`config.mk`:
```
export PLATFORM = sky130hd
export DESIGN_NAME = bclk_frame_gen
export DESIGN_NICKNAME = d
export VERILOG_FILES = /design/src/rtl/bfg_pkg.sv /design/src/rtl/bfg_ratio.sv /design/src/rtl/bfg_seq.sv /design/src/rtl/bfg_shape.sv /design/src/rtl/bclk_frame_gen.sv
export SDC_FILE = /design/constraint.sdc
export NUM_CORES = 1
export LEC_CHECK = 0
export BUFFER_PORTS_ARGS = -buffer_cell sky130_fd_sc_hd__buf_4
export CORE_MARGIN = 2
export CORE_UTILIZATION = 65
export CTS_BUF_LIST = sky130_fd_sc_hd__clkbuf_8
export DETAILED_ROUTE_END_ITERATION = 7
export HOLD_SLACK_MARGIN = 0.08
export PLACE_DENSITY_LB_ADDON = 0.15
export SETUP_SLACK_MARGIN = 0.4
export SYNTH_ARGS = -nofsm -noshare
export SYNTH_HDL_FRONTEND = slang
export SYNTH_SLANG_ARGS = --single-unit
```
`constraint.sdc`:
```
create_clock -name clk -period 7.1 [get_ports clk]
set_clock_uncertainty 0.05 [all_clocks]
set_input_delay 0.355 -clock clk [delete_from_list [all_inputs] [get_ports clk]]
set_output_delay 0.355 -clock clk [all_outputs]
set_load 0.02 [all_outputs]
```
`src/rtl/bfg_pkg.sv`:
```
package bfg_pkg;
    localparam int CNT_W = 6;   // phase counter, ratios up to 64
    localparam int BIT_W = 12;  // bit-in-frame index, matches frame field

    typedef struct packed {
        logic             run;
        logic [CNT_W-1:0] ph;
        logic [BIT_W-1:0] bit_idx;
    } seq_t;
endpackage

```
`src/rtl/bfg_ratio.sv`:
```
module bfg_ratio
    import bfg_pkg::*;
(
    input  logic             sel_lin,
    input  logic [1:0]       pow2,
    input  logic [CNT_W-1:0] lin_m1,
    output logic [CNT_W-1:0] ratio_m1,
    output logic [CNT_W:0]   low_len
);
    localparam int POW_N = 4;

    logic [CNT_W-1:0] pow_tab [POW_N];

    genvar gi;
    generate
        for (gi = 0; gi < POW_N; gi++) begin : g_pow
            assign pow_tab[gi] = CNT_W'((1 << gi) - 1);
        end
    endgenerate

    always_comb begin
        ratio_m1 = sel_lin ? lin_m1 : pow_tab[pow2];
        // ceil(N/2) = (ratio_m1 + 2) >> 1
        low_len  = ({1'b0, ratio_m1} + (CNT_W+1)'(2)) >> 1;
    end
endmodule

```
`src/rtl/bfg_seq.sv`:
```
module bfg_seq
    import bfg_pkg::*;
(
    input  logic             clk,
    input  logic             rst_n,
    input  logic             gen_en,
    input  logic [CNT_W-1:0] ratio_m1,
    input  logic [BIT_W-1:0] frame_m1,
    output seq_t             st
);
    seq_t st_d, st_q;

    always_comb begin
        st_d = st_q;
        if (!gen_en) begin
            st_d = '0;
        end else if (!st_q.run) begin
            st_d.run = 1'b1;
        end else if (st_q.ph >= ratio_m1) begin
            st_d.ph      = '0;
            st_d.bit_idx = (st_q.bit_idx >= frame_m1) ? '0 : st_q.bit_idx + 1'b1;
        end else begin
            st_d.ph = st_q.ph + 1'b1;
        end
    end

    always_ff @(posedge clk or negedge rst_n) begin
        if (!rst_n) st_q <= '0;
        else        st_q <= st_d;
    end

    assign st = st_q;


    ph_wrap_chk: assert property (@(posedge clk) disable iff (!rst_n)
        (gen_en && st_q.run && st_q.ph == ratio_m1) |=> (st_q.ph == '0));


    restart_chk: assert property (@(posedge clk) disable iff (!rst_n)
        (gen_en && !st_q.run) |=> (st_q.run && st_q.ph == '0 && st_q.bit_idx == '0));
endmodule

```
`src/rtl/bfg_shape.sv`:
```
module bfg_shape
    import bfg_pkg::*;
(
    input  seq_t             st,
    input  logic [CNT_W:0]   low_len,
    input  logic [BIT_W-1:0] frame_m1,
    input  logic [1:0]       skew,
    input  logic             bclk_inv,
    input  logic             ws_inv,
    input  logic             fmt_i2s,
    input  logic             hold,
    output logic             bclk,
    output logic             ws,
    output logic             shift_stb,
    output logic             frame_start
);
    logic [BIT_W:0] len_w, half_w, pos_w;
    logic           bclk_raw, ws_raw;

    always_comb begin
        len_w  = {1'b0, frame_m1} + (BIT_W+1)'(1);
        half_w = len_w >> 1;
        pos_w  = {1'b0, st.bit_idx} + {{(BIT_W-1){1'b0}}, skew};
        if (pos_w >= len_w) pos_w = pos_w - len_w;
        bclk_raw    = ({1'b0, st.ph} >= low_len);
        ws_raw      = (pos_w < half_w);
        bclk        = st.run & (bclk_raw ^ bclk_inv);
        ws          = st.run & (ws_raw ^ ws_inv ^ fmt_i2s);
        shift_stb   = st.run & (st.ph == '0) & ~hold;
        frame_start = shift_stb & (st.bit_idx == '0);
    end
endmodule

```
`src/rtl/bclk_frame_gen.sv`:
```
module bclk_frame_gen
    import bfg_pkg::*;
(
    input  logic        clk,
    input  logic        rst_n,
    input  logic        gen_en,
    input  logic        div_sel_lin,
    input  logic [1:0]  div_pow2,
    input  logic [5:0]  div_lin_m1,
    input  logic [11:0] frame_len_m1,
    input  logic [1:0]  ws_skew,
    input  logic        bclk_inv,
    input  logic        ws_inv,
    input  logic        fmt_i2s,
    input  logic        hold,
    output logic        bclk,
    output logic        ws,
    output logic        shift_stb,
    output logic        frame_start
);
    logic [CNT_W-1:0] ratio_m1;
    logic [CNT_W:0]   low_len;
    seq_t             st;

    bfg_ratio u_ratio (
        .sel_lin  (div_sel_lin),
        .pow2     (div_pow2),
        .lin_m1   (div_lin_m1),
        .ratio_m1 (ratio_m1),
        .low_len  (low_len)
    );

    bfg_seq u_seq (
        .clk      (clk),
        .rst_n    (rst_n),
        .gen_en   (gen_en),
        .ratio_m1 (ratio_m1),
        .frame_m1 (frame_len_m1),
        .st       (st)
    );

    bfg_shape u_shape (
        .st          (st),
        .low_len     (low_len),
        .frame_m1    (frame_len_m1),
        .skew        (ws_skew),
        .bclk_inv    (bclk_inv),
        .ws_inv      (ws_inv),
        .fmt_i2s     (fmt_i2s),
        .hold        (hold),
        .bclk        (bclk),
        .ws          (ws),
        .shift_stb   (shift_stb),
        .frame_start (frame_start)
    );


    idle_chk: assert property (@(posedge clk) disable iff (!rst_n)
        !gen_en |=> (!bclk && !ws && !shift_stb && !frame_start));


    hold_quiet_chk: assert property (@(posedge clk) disable iff (!rst_n)
        hold |-> (!shift_stb && !frame_start));


    fs_with_stb_chk: assert property (@(posedge clk) disable iff (!rst_n)
        frame_start |-> shift_stb);


    stb_single_chk: assert property (@(posedge clk) disable iff (!rst_n)
        (shift_stb && gen_en && ratio_m1 != '0 && $stable(ratio_m1)) |=> !shift_stb);
endmodule

```
Word level (Yosys, flattened, before mapping)
Index checks and enable logic that the tools add are counted.

word-level totals
  bits in registers = 19
  input bits = 30
  word-level logic and storage cells = 40

operators by class
  add/subtract/negate cells = 6
  $lt $le $gt $ge = 6
  equality and inequality tests = 2
  muxes and demuxes = 10
  bitwise gates (word level) = 10
  reduce and logical (&&, ||, !) cells = 3

operator list
  cell                                                              number
  12-bit 2-to-1 mux                                                 2
  6-bit 2-to-1 mux                                                  4
  19-bit 2-to-1 mux                                                 1
  18-bit 2-to-1 mux                                                 1
  12-bit by 1-bit adder with 13-bit output (second input constant)  1
  12-bit by 2-bit adder with 13-bit output                          1
  13-bit greater-or-equal comparator                                1
  13-bit by 12-bit less-than comparator with 1-bit output           1
  13-bit 2-to-1 mux                                                 1
  13-bit subtractor                                                 1
  12-bit by 1-bit adder with 12-bit output (second input constant)  1
  6-bit binary-select mux with 2-bit select                         1
  12-bit greater-or-equal comparator                                1
  6-bit greater-or-equal comparator                                 2
  12-bit logical NOT                                                1
  6-bit by 2-bit adder with 7-bit output (second input constant)    1
  6-bit by 1-bit adder with 6-bit output (second input constant)    1
  6-bit logical NOT                                                 1
  1-bit AND                                                         5
  2-bit by 1-bit != test with 1-bit output (second input constant)  2
  3-bit greater-or-equal comparator (second input constant)         1
  2-bit inverter with 3-bit output                                  1
  1-bit XOR                                                         3
  2-bit AND reduction                                               1
  1-bit inverter                                                    1

Longest topological paths before layout
Gate-level depths: netlist of the first run.

  word-level depth = 9
  gate-level depth with buffers = 24
  gate-level depth less buffers = 22

Modules after synthesis
Synthesis of the first run repeated with hierarchy kept, for this count alone.

unflattened totals
  cells, all modules = 436
  area total of the unflattened synthesis = 3400.8 um2

modules (own cells, without submodules)
  module     instances  cells each  area an instance (um2)  sequential area each (um2)
  bfg_shape  1          236         1662.8                  0.0
  bfg_seq    1          177         1579.0                  475.5
  bfg_ratio  1          23          158.9                   0.0

Least setup slack after synthesis of the first run
Ideal clock, no wire load.

  path type = reg2out
  start = register u_seq.st_q, in the netlist u_seq.st[3]
  end = output ws
  data arrival time = 4440 ps
  required time = 6695 ps
  path slack = 2255 ps
  stages on the path, launching flop included = 25
  cell sequence = dfrtp_1 -> buf_2 -> nand3_1 -> nor2_1 -> and2_1 -> nand2_1 -> or3_1 -> xnor2_1 -> ha_1 -> a21oi_1 -> nand2_1 -> a21oi_1 -> o21ba_2 -> nand2_1 -> buf_2 -> nor2_1 -> a21oi_1 -> ha_1 -> a21o_1 -> a21o_1 -> a21oi_1 -> nor2_1 -> a211oi_1 -> nor3b_1 -> mux2i_1

between the ends
  word-level cells in the longest chain between the ends = 7
  elaborated cells between the ends (all ways) = 8
  those cells by class = add/sub: 2; order compare: 2; mux: 1; bitwise: 3

RTL lines
  what                                                                            line                  RTL
  start: declaration                                                              bfg_seq.sv:11         seq_t st_d, st_q;
  start signal: assignment                                                        bfg_seq.sv:29         else st_q <= st_d;
  12-bit by 2-bit adder with 13-bit output (*)                                    bfg_shape.sv:23       pos_w = {1'b0, st.bit_idx} + {{(BIT_W-1){1'b0}}, skew};
  13-bit subtractor / 13-bit greater-or-equal comparator (equally long branches)  bfg_shape.sv:24       if (pos_w >= len_w) pos_w = pos_w - len_w;
  13-bit 2-to-1 mux (*)                                                           bfg_shape.sv:24
  13-bit by 12-bit less-than comparator with 1-bit output (*)                     bfg_shape.sv:26       ws_raw = (pos_w < half_w);
  1-bit XOR (*) (2 in series)                                                     bfg_shape.sv:28       ws = st.run & (ws_raw ^ ws_inv ^ fmt_i2s);
  1-bit AND (*)                                                                   bfg_shape.sv:28
  end: declaration                                                                bclk_frame_gen.sv:17  output logic ws,

Every way passes the cells marked *; elsewhere a longest branch is shown, timed or not.

Final worst setup path of the first run
Same ends and word-level chain as after synthesis.

==> run_results.csv, run 1 <==
group,metric,value,unit
critical_path,start_kind,"flip-flop",
cells_and_area,syn2layout_area_growth,10.1,%
sta,final-hold-violation-count,0,
placed_design,io_buffer_count,33,
sta,finalSetupViolations,0,
cts,cts-buffers-inserted,3,
critical_path,required,6.69,ns
global_route,grt_pass1_wl,12300,um
global_route,antenna_found_initial,0,
die,fp.dieH,73.3,um
critical_path,crit_fanout,14,
cells_and_area,layout_commonest_cell,"ha_1",
cells_and_area,diodes,0,
cells_and_area,drive_above_1_share,10.7,%
critical_path,crit_type,"reg2out",
sta,slew_viol_final,0,
power,irDropWorstVdd,0.000199,V
cts,insertion_delay,0.26,ns
cells_and_area,largest_register_ffs,19,
yosys,synthCells,402,
die,fp.dieW,73.3,um
sta,rsz0062_at_grt,"false",
yosys,avgSynthCellArea,7.77,um^2
cts,clkTransAtPathRegs,0.07,ns
cells_and_area,mostFrequentLayoutCells,"ha_1 (56), nand2_1 (40), inv_1 (36)",
yosys,synth_cell_type_count,50,
yosys,ys_ff_latch,19,
die,initial_utilization,66.5,%
cts,cts-root-buf,"clkbuf_8",
die,coreArea,0.00469,mm^2
yosys,synthFlopType,"dfrtp_1",
global_route,overflow,0,
yosys,yosysTopAreaCell,"ha_1",
detailed_routing,first_iter_violations,126,
critical_path,cp-end-kind,"output pin",
detailed_routing,wl_per_cell,14.9,um
global_route,grt_max_degree,23,
run,max_cap_viol_count,0,
sta,fmax,173,MHz
cts,cts.path.max_buffers,2,
detailed_routing,drt_wl_total,7220,um
sta,fin_setup_tns,0,ns
cts,tritoncts,"yes",
sta,period_minus_slack,5.78,ns
sta,timing.slew.headroom,60.4,%
global_route,track_usage,28.3,%
critical_path,arrival,5.37,ns
die,num_rows,25,
min_path,hold_path_class,"in2reg",
detailed_routing,viasPerCell,6.05,
cells_and_area,fin_cells,484,
yosys,syn-cell-area,0.00312,mm^2
detailed_routing,drc,0,
cts,cts.sinks,19,
power,powerDensity,93.6,mW/mm^2
die,die-area,0.00537,mm^2
detailed_routing,via_count,2927,
status,outcome,"complete, no violations",
power,p_leak,1.74,nW
yosys,yosysWarningCount,0,
yosys,synth_area_leaders,"ha_1 (22%), dfrtp_1 (15%), xnor2_1 (7.3%)",
cts,cts_setup_buffers,0,
detailed_routing,first_pass_iters,5,
cells_and_area,nets,519,
yosys,synth-edff-count,0,
placed_design,dp.cells,479,
die,io_pins,34,
sta,period_share,81.4,%
detailed_routing,antenna_left,0,
cells_and_area,fillers,373,
yosys,synth-async-reset-ratio,100,%
yosys,ys_seq_area_share,15.2,%
placed_design,dp_hpwl,6000,um
placed_design,place.gp.congestion,0.868,
yosys,synth_top_cell_area_share,22.4,%
cts,htree_levels,1,
global_route,grt_pass1_vias,2786,
yosys,syn-num-nets,490,
sta,worst_pin_slew,0.589,ns
[report_power, final]
group	internal (mW)	total (mW)	switching (mW)
clock	0.0390	0.0764	0.0374
sequential	0.110	0.114	0.00350
combinational	0.0608	0.132	0.0708
total	0.210	0.322	0.112
[cells by family (layout without fill, tap and decap cells)]
| family | after synthesis | in the layout | synth area share [%] |
|---|---|---|---|
| AO/OA/AOI/OAI | 102 | 102 | 20.6 |
| XOR/XNOR | 36 | 36 | 10.1 |
| adder cells (fa/ha/maj) | 58 | 58 | 23.7 |
| buffers and inverters | 47 | 75 | 6.29 |
| flip-flops | 19 | 19 | 15.2 |
| multiplexers | 9 | 9 | 3.01 |
| AND/OR/NAND/NOR | 131 | 131 | 21.0 |
[Yosys cell counts, types with 5 or more instances]
master and instances:
xnor2_1 26, a21o_1 14, xor2_1 10, o21a_1 7, a211oi_1 5, inv_1 36, a21oi_1 34, nor3_1 6
nor4_1 6, ha_1 56, o21ai_0 17, dfrtp_1 19, nand4_1 9, a31oi_1 7, mux2i_1 6, nor2_1 21
nand3_1 19, and3_1 7, nand2_1 40
[layout make-up]
type | instances | area (um^2) | area share [%]
Inverter | 37 | 139 | 4.04
Multi-Input combinational cell | 336 | 2450 | 71.3
Sequential cell | 19 | 475 | 13.8
Clock inverter | 1 | 5.00 | 0.146
Clock buffer | 3 | 41.3 | 1.20
Timing Repair Buffer | 34 | 258 | 7.50
Tap cell | 54 | 67.6 | 1.97
[through the flow]
step                      setup slack (ns)  hold WS, ns  utilization, %  instance area, um^2  total power, mW
after global routing                 0.866        0.183            73.2                 3440            0.345
after detailed placement              1.68        0.194            72.0                 3380            0.245
after floorplan                       2.26      0.00941               -                 3120            0.203
after CTS                             1.36        0.185            73.2                 3440            0.322
final                                 1.32        0.185            73.2                 3440            0.322
after global placement                1.85        0.191            72.0                 3380            0.240
[timing repair]
| action | CTS | global route |
|---|---|---|
| hold endpoints to repair | 19 | 0 |
| hold buffers | 1 | 0 |
| gates resized for setup | 0 | 0 |
[final timing paths]
check	from	end	slack (ns)	cells after the start
worst min register to register	u_seq.st[6]$_DFFE_PN0P_	u_seq.st[6]$_DFFE_PN0P_	0.55	1
min in group asynchronous	rst_n	u_seq.st[17]$_DFFE_PN0P_	0.46	2
worst max register to register	u_seq.st[12]$_DFFE_PN0P_	u_seq.st[2]$_DFFE_PN0P_	4.60	10
max in group asynchronous	rst_n	u_seq.st[3]$_DFFE_PN0P_	6.34	2
worst max-delay path	u_seq.st[3]$_DFFE_PN0P_	ws	1.32	21
worst min-delay path	gen_en	u_seq.st[18]$_DFF_PN0_	0.18	1
[critical path: stages (launching register included)]
cell and delay (ns):
dfrtp_1 0.54, nand3_1 0.15, nor2_1 0.22, and2_1 0.20
nand2_1 0.09, or3_1 0.35, xnor2_1 0.28, ha_1 0.34
a21oi_1 0.18, nand2_1 0.06, a21oi_1 0.18, o21ba_2 0.17
nand2_1 0.27, mux2_2 0.37, ha_1 0.23, a211oi_1 0.35
nor2_1 0.09, nor4_1 0.28, a211oi_1 0.14, nor3b_1 0.27
mux2i_1 0.22, buf_4 0.16
[per-layer routing]
metal,global-route usage (%),routed length (um)
met1,39.3,3330
met2,49.6,3540
met3,1.10,292
met4,4.85,57
met5,0,0
Power figures use the tool's default switching activity.
==> run 2, diff against run 1 <==
CORE_UTILIZATION = 56   (was 65)
clock period = 4.93 ns   (was 7.1 ns; I/O delays follow)
==> run_results.csv, run 2 (synthesized netlist as in run 1, its figures left out) <==
group,metric,value,unit
status,outcome,"complete, but fails checks",
status,violations,"DRC, setup timing",
cts,cts.sinks,19,
die,fp.dieW,78.7,um
power,power_switching,0.180,mW
placed_design,dp_hpwl,6350,um
sta,fmax,201,MHz
cts,clkTransAtPathRegs,0.07,ns
sta,finalSetupViolations,1,
cts,cts-buffers-inserted,3,
detailed_routing,first_iter_violations,263,
global_route,antenna_found_initial,0,
critical_path,crit_fanout,5,
critical_path,slowest_delay,0.43,ns
placed_design,io_buffer_count,33,
die,fp.dieH,78.7,um
global_route,grt_max_degree,23,
cells_and_area,drive_above_1_share,31.4,%
placed_design,place.gp.congestion,0.931,
die,coreArea,0.00544,mm^2
sta,setup_slack,-0.0330,ns
cts,htree_levels,1,
detailed_routing,drt_wl_total,9550,um
detailed_routing,drc,1,
power,swShare,35.1,%
cells_and_area,fin_cells,549,
critical_path,crit_path_cell_trace,"buf_4, fa_2, nand2_2, nor2_1, xnor2_2, ha_1, a21o_1, a21oi_2, nand2_2, o21ai_4, nand2_4, buf_4, buf_4, buf_4, nor2_1, a21oi_1, ha_1, a21oi_2, nor2_1, a211oi_1, nor3b_2, mux2i_2, buf_4",
sta,worst_pin_slew,0.670,ns
critical_path,cp-end-kind,"output pin",
cells_and_area,mostFrequentLayoutCells,"buf_4 (78), ha_1 (47), inv_1 (36)",
global_route,grt_pass1_wl,14100,um
critical_path,required,4.63,ns
sta,period_minus_slack,4.96,ns
cts,insertion_delay,0.25,ns
global_route,overflow,0,
cts,cts.path.max_buffers,2,
cells_and_area,syn2layout_area_growth,35.2,%
sta,period_share,101,%
power,powerDensity,121,mW/mm^2
power,clkPwrFrac,20.9,%
cts,tritoncts,"yes",
die,num_rows,27,
sta,final-hold-violation-count,0,
sta,rsz0062_at_grt,"true",
power,intPower,0.332,mW
global_route,track_usage,27.9,%
detailed_routing,first_pass_iters,7,
power,power.share.sequential,32.0,%
detailed_routing,wl_per_cell,17.4,um
sta,slew_viol_final,0,
cells_and_area,nets,566,
cells_and_area,largest_register_ffs,19,
min_path,hold_path_class,"in2async",
global_route,grt_pass1_vias,3097,
critical_path,cpMaxStageDelayCell,"dfrtp_1",
detailed_routing,antenna_left,0,
critical_path,arrival,4.67,ns
critical_path,crit_top_cell,"buf_4",
critical_path,start_kind,"flip-flop",
power,p_leak,2.07,nW
sta,timing.slew.headroom,55.0,%
placed_design,place_ws,-0.0464,ns
run,max_cap_viol_count,0,
die,die-area,0.00619,mm^2
die,io_pins,34,
cts,cts-root-buf,"clkbuf_8",
power,finalPower,0.511,mW
detailed_routing,viasPerCell,6.17,
power,combPwrFrac,47.1,%
placed_design,dp.cells,510,
critical_path,crit_type,"reg2out",
cells_and_area,layout_commonest_cell,"buf_4",
cells_and_area,diodes,0,
die,initial_utilization,57.4,%
power,irDropWorstVdd,0.000176,V
detailed_routing,via_count,3389,
sta,holdWs,0.341,ns
## run 2: cell types whose count changed in the layout (fill, tap and decap cells not counted), moves of 6 or more
| cell | delta |
|---|---|
| a21oi_1 | -6 |
| a21oi_2 | +6 |
| buf_4 | +45 |
| ha_1 | -9 |
| ha_4 | +8 |
| xnor2_1 | -7 |
## run 2: power groups by stage
stage / logic [mW] / registers, mW / clock network (mW)
3_3_place_gp: 0.184 / 0.166 / 0
5_1_grt: 0.264 / 0.164 / 0.116
4_1_cts: 0.214 / 0.163 / 0.109
3_5_place_dp: 0.188 / 0.166 / 0
6_report: 0.241 / 0.164 / 0.107
2_1_floorplan: 0.129 / 0.165 / 0
## run 2: cell type report
class	instances	area (um^2)
timing repair buffer	81	617
sequential	19	475
fill	355	1220
inverter	37	139
clock buffer	3	41.3
tap	72	90.1
clock inverter	1	5.00
multi-input combinational	336	2850
## run 2: what timing repair did
action                                  in CTS  in global routing
resized for setup                           36                 38
pin swaps                                   34                 39
hold buffers                                 2                  0
hold endpoints to repair                    20                  0
setup buffers                               18                 15
endpoints found under the setup margin       1                  1
## run 2: critical path: cells and delay by family (launching register included)
| family | cells | cell delay [ns] |
|---|---|---|
| AOI/OAI and AO/OA | 6 | 0.94 |
| xor gates and xnor gates | 1 | 0.22 |
| adders and majority gates | 3 | 1.04 |
| buffers and inverters | 5 | 0.76 |
| DFF | 1 | 0.43 |
| muxes | 1 | 0.24 |
| and+or+nand+nor | 7 | 0.79 |
## run 2: worst paths after layout
path | from | to | slack [ns] | depth (start not counted)
setup / recovery | u_seq.st[1]$_DFFE_PN0P_ | ws | -0.03 | 23
hold / removal | rst_n | u_seq.st[17]$_DFFE_PN0P_ | 0.34 | 2
setup reg to reg | u_seq.st[0]$_DFFE_PN0P_ | u_seq.st[6]$_DFFE_PN0P_ | 2.33 | 11
hold reg to reg | u_seq.st[6]$_DFFE_PN0P_ | u_seq.st[6]$_DFFE_PN0P_ | 0.56 | 2
max in group asynchronous | rst_n | u_seq.st[13]$_DFFE_PN0P_ | 4.29 | 2
min in group clk | u_seq.st[6]$_DFFE_PN0P_ | u_seq.st[6]$_DFFE_PN0P_ | 0.56 | 2
## run 2: metrics by stage
stage | instance area, um^2 | utilization [%] | TNS (ns)
finish | 4220 | 77.6 | -0.0330
global route | 4220 | 77.6 | -0.244
CTS | 3900 | 71.7 | 0
detailed placement | 3510 | 64.6 | -0.0464
global placement | 3510 | 64.6 | 0
floorplan | 3140 | - | 0
## run 2: per-layer routing
| metal | track usage (%) | wire [um] |
|---|---|---|
| met1 | 38.3 | 4180 |
| met2 | 46.2 | 4570 |
| met3 | 1.61 | 403 |
| met4 | 10.0 | 405 |
| met5 | 0 | 0 |
==> run 3, diff against run 2 <==
CORE_UTILIZATION = 62   (was 56)
clock period = 5.55 ns   (was 4.93 ns; I/O delays follow)
==> run_results.csv, run 3 (synthesized netlist as in run 1, its figures left out) <==
group,metric,value,unit
status,outcome,"complete, no violations",
cells_and_area,regArea,482,um^2
critical_path,crit_path_cell_trace,"nand3_1, nor2_4, and2_1, nand2_1, or3_4, xnor2_4, ha_4, a21oi_1, nand2_1, a21oi_1, o21ba_2, and2_4, o21ai_0, ha_1, o21a_1, o21a_1, o21ai_0, a211o_1, a211oi_2, nor3b_2, mux2i_1, buf_4",
placed_design,place.gp.congestion,0.902,
cts,tritoncts,"yes",
critical_path,critPathBufInv,1,
power,intPower,0.272,mW
power,swShare,34.5,%
critical_path,cp-end-kind,"output pin",
min_path,hold_end,"u_seq.st[18]$_DFF_PN0_",
critical_path,crit_fanout,8,
cells_and_area,diodes,0,
critical_path,required,5.22,ns
critical_path,start_kind,"flip-flop",
run,max_cap_viol_count,0,
cells_and_area,nets,529,
critical_path,cpMaxStageDelayCell,"dfrtp_2",
cells_and_area,syn2layout_area_growth,17.6,%
detailed_routing,wl_per_cell,14.6,um
power,power_switching,0.143,mW
power,p_leak,1.83,nW
sta,fin_setup_tns,0,ns
cells_and_area,drive_above_1_share,17.7,%
critical_path,crit_type,"reg2out",
sta,final-hold-violation-count,0,
sta,timing.slew.headroom,59.9,%
die,fp.dieW,75.0,um
global_route,antenna_found_initial,0,
sta,worst_pin_slew,0.597,ns
cts,cts-buffers-inserted,3,
sta,period_minus_slack,4.90,ns
detailed_routing,first_iter_violations,133,
power,powerDensity,113,mW/mm^2
detailed_routing,viasPerCell,5.84,
min_path,hold_path_class,"in2reg",
die,die-area,0.00562,mm^2
cts,cts.sinks,19,
power,combPwrFrac,41.9,%
global_route,overflow,0,
cts,insertion_delay,0.26,ns
detailed_routing,first_pass_iters,4,
die,io_pins,34,
global_route,grt_max_degree,23,
min_path,hold_depth,1,
detailed_routing,drc,0,
min_path,min_from,"gen_en",
global_route,grt_pass1_wl,12100,um
sta,rsz0062_at_grt,"false",
sta,finalSetupViolations,0,
global_route,track_usage,27.7,%
detailed_routing,drt_wl_total,7420,um
power,irDropWorstVdd,0.000210,V
critical_path,worstRegToRegCells,11,
placed_design,dp.cells,492,
die,fp.dieH,75.0,um
detailed_routing,antenna_left,0,
critical_path,regToRegSetupSlack,2.90,ns
die,num_rows,25,
sta,holdWs,0.106,ns
critical_path,arrival,4.58,ns
cells_and_area,fillers,370,
cells_and_area,multi_input_area,0.00260,mm^2
power,clkPwrFrac,23.1,%
die,initial_utilization,65.2,%
cells_and_area,layout_commonest_cell,"ha_1",
detailed_routing,via_count,2959,
global_route,grt_pass1_vias,2720,
die,coreArea,0.00479,mm^2
critical_path,r2r_end,"u_seq.st[2]$_DFFE_PN0P_",
placed_design,dp_hpwl,5860,um
cts,clkTransAtPathRegs,0.07,ns
critical_path,critical-path-top-delay-family,"compound AO/OA/AOI/OAI gates",
critical_path,slowest_delay,0.39,ns
sta,slew_viol_final,0,
cells_and_area,fin_cells,507,
sta,period_share,88.3,%
power,power.share.sequential,35.0,%
cts,cts-root-buf,"clkbuf_8",
cts,htree_levels,1,
cts,cts.path.max_buffers,2,
placed_design,io_buffer_count,33,
sta,fmax,204,MHz
cells_and_area,mostFrequentLayoutCells,"ha_1 (52), buf_4 (42), nand2_1 (40)",
cells_and_area,largest_register_ffs,19,
critical_path,r2r_start,"u_seq.st[0]$_DFFE_PN0P_",
-- run 3: cell count changes in the layout (fill, tap and decap cells not counted), sizes merged --
cell / change
dlygate4sd3: -1
clkinv: -1
nand2: +1
inv: +1
buf: -37
-- run 3: power groups by stage --
stage,clock (mW),sequential (mW),combinational [mW]
global route,0.102,0.145,0.196
floorplan,0,0.146,0.114
global placement,0,0.148,0.161
detailed placement,0,0.148,0.165
CTS,0.0958,0.145,0.168
finish,0.0956,0.145,0.174
-- run 3: worst max-delay path by stage --
stage                                       start  endpoint  depth (start not counted)
after floorplan           u_seq.st[3]$_DFFE_PN0P_        ws                         24
after global placement    u_seq.st[3]$_DFFE_PN0P_        ws                         23
after detailed placement  u_seq.st[3]$_DFFE_PN0P_        ws                         23
after CTS                 u_seq.st[0]$_DFFE_PN0P_        ws                         21
after global routing      u_seq.st[0]$_DFFE_PN0P_        ws                         19
final                     u_seq.st[5]$_DFFE_PN0P_        ws                         22
-- run 3: cell type report --
type	count	share of cell area [%]
Multi-Input combinational cell	337	70.7
Clock inverter	1	0.102
Tap cell	67	2.28
Timing Repair Buffer	43	8.86
Inverter	37	3.78
Sequential cell	19	13.1
Clock buffer	3	1.12
-- run 3: metrics by stage --
step | total power [mW] | util (%) | setup slack [ns] | cell area, um^2
3_5_place_dp | 0.313 | 71.0 | 0.244 | 3400
5_1_grt | 0.443 | 76.7 | 0.385 | 3670
6_report | 0.414 | 76.7 | 0.647 | 3670
2_1_floorplan | 0.260 | - | 0.783 | 3120
3_3_place_gp | 0.309 | 71.0 | 0.419 | 3400
4_1_cts | 0.409 | 73.4 | 0.420 | 3510
-- run 3: layer usage --
metal,vias to the layer above,global-route usage (%),routed length (um)
li1,1524,-,-
met1,1358,39.3,3530
met2,64,44.0,3520
met3,13,2.81,248
met4,0,9.52,128
met5,-,0,0
-- run 3: timing repair --
item	in CTS	in global routing
endpoints found under the hold margin	19	0
hold buffers	1	0
endpoints found under the setup margin	1	1
buffers inserted	4	5
gates resized for setup	10	19
cloned	0	1
pin swaps	1	8
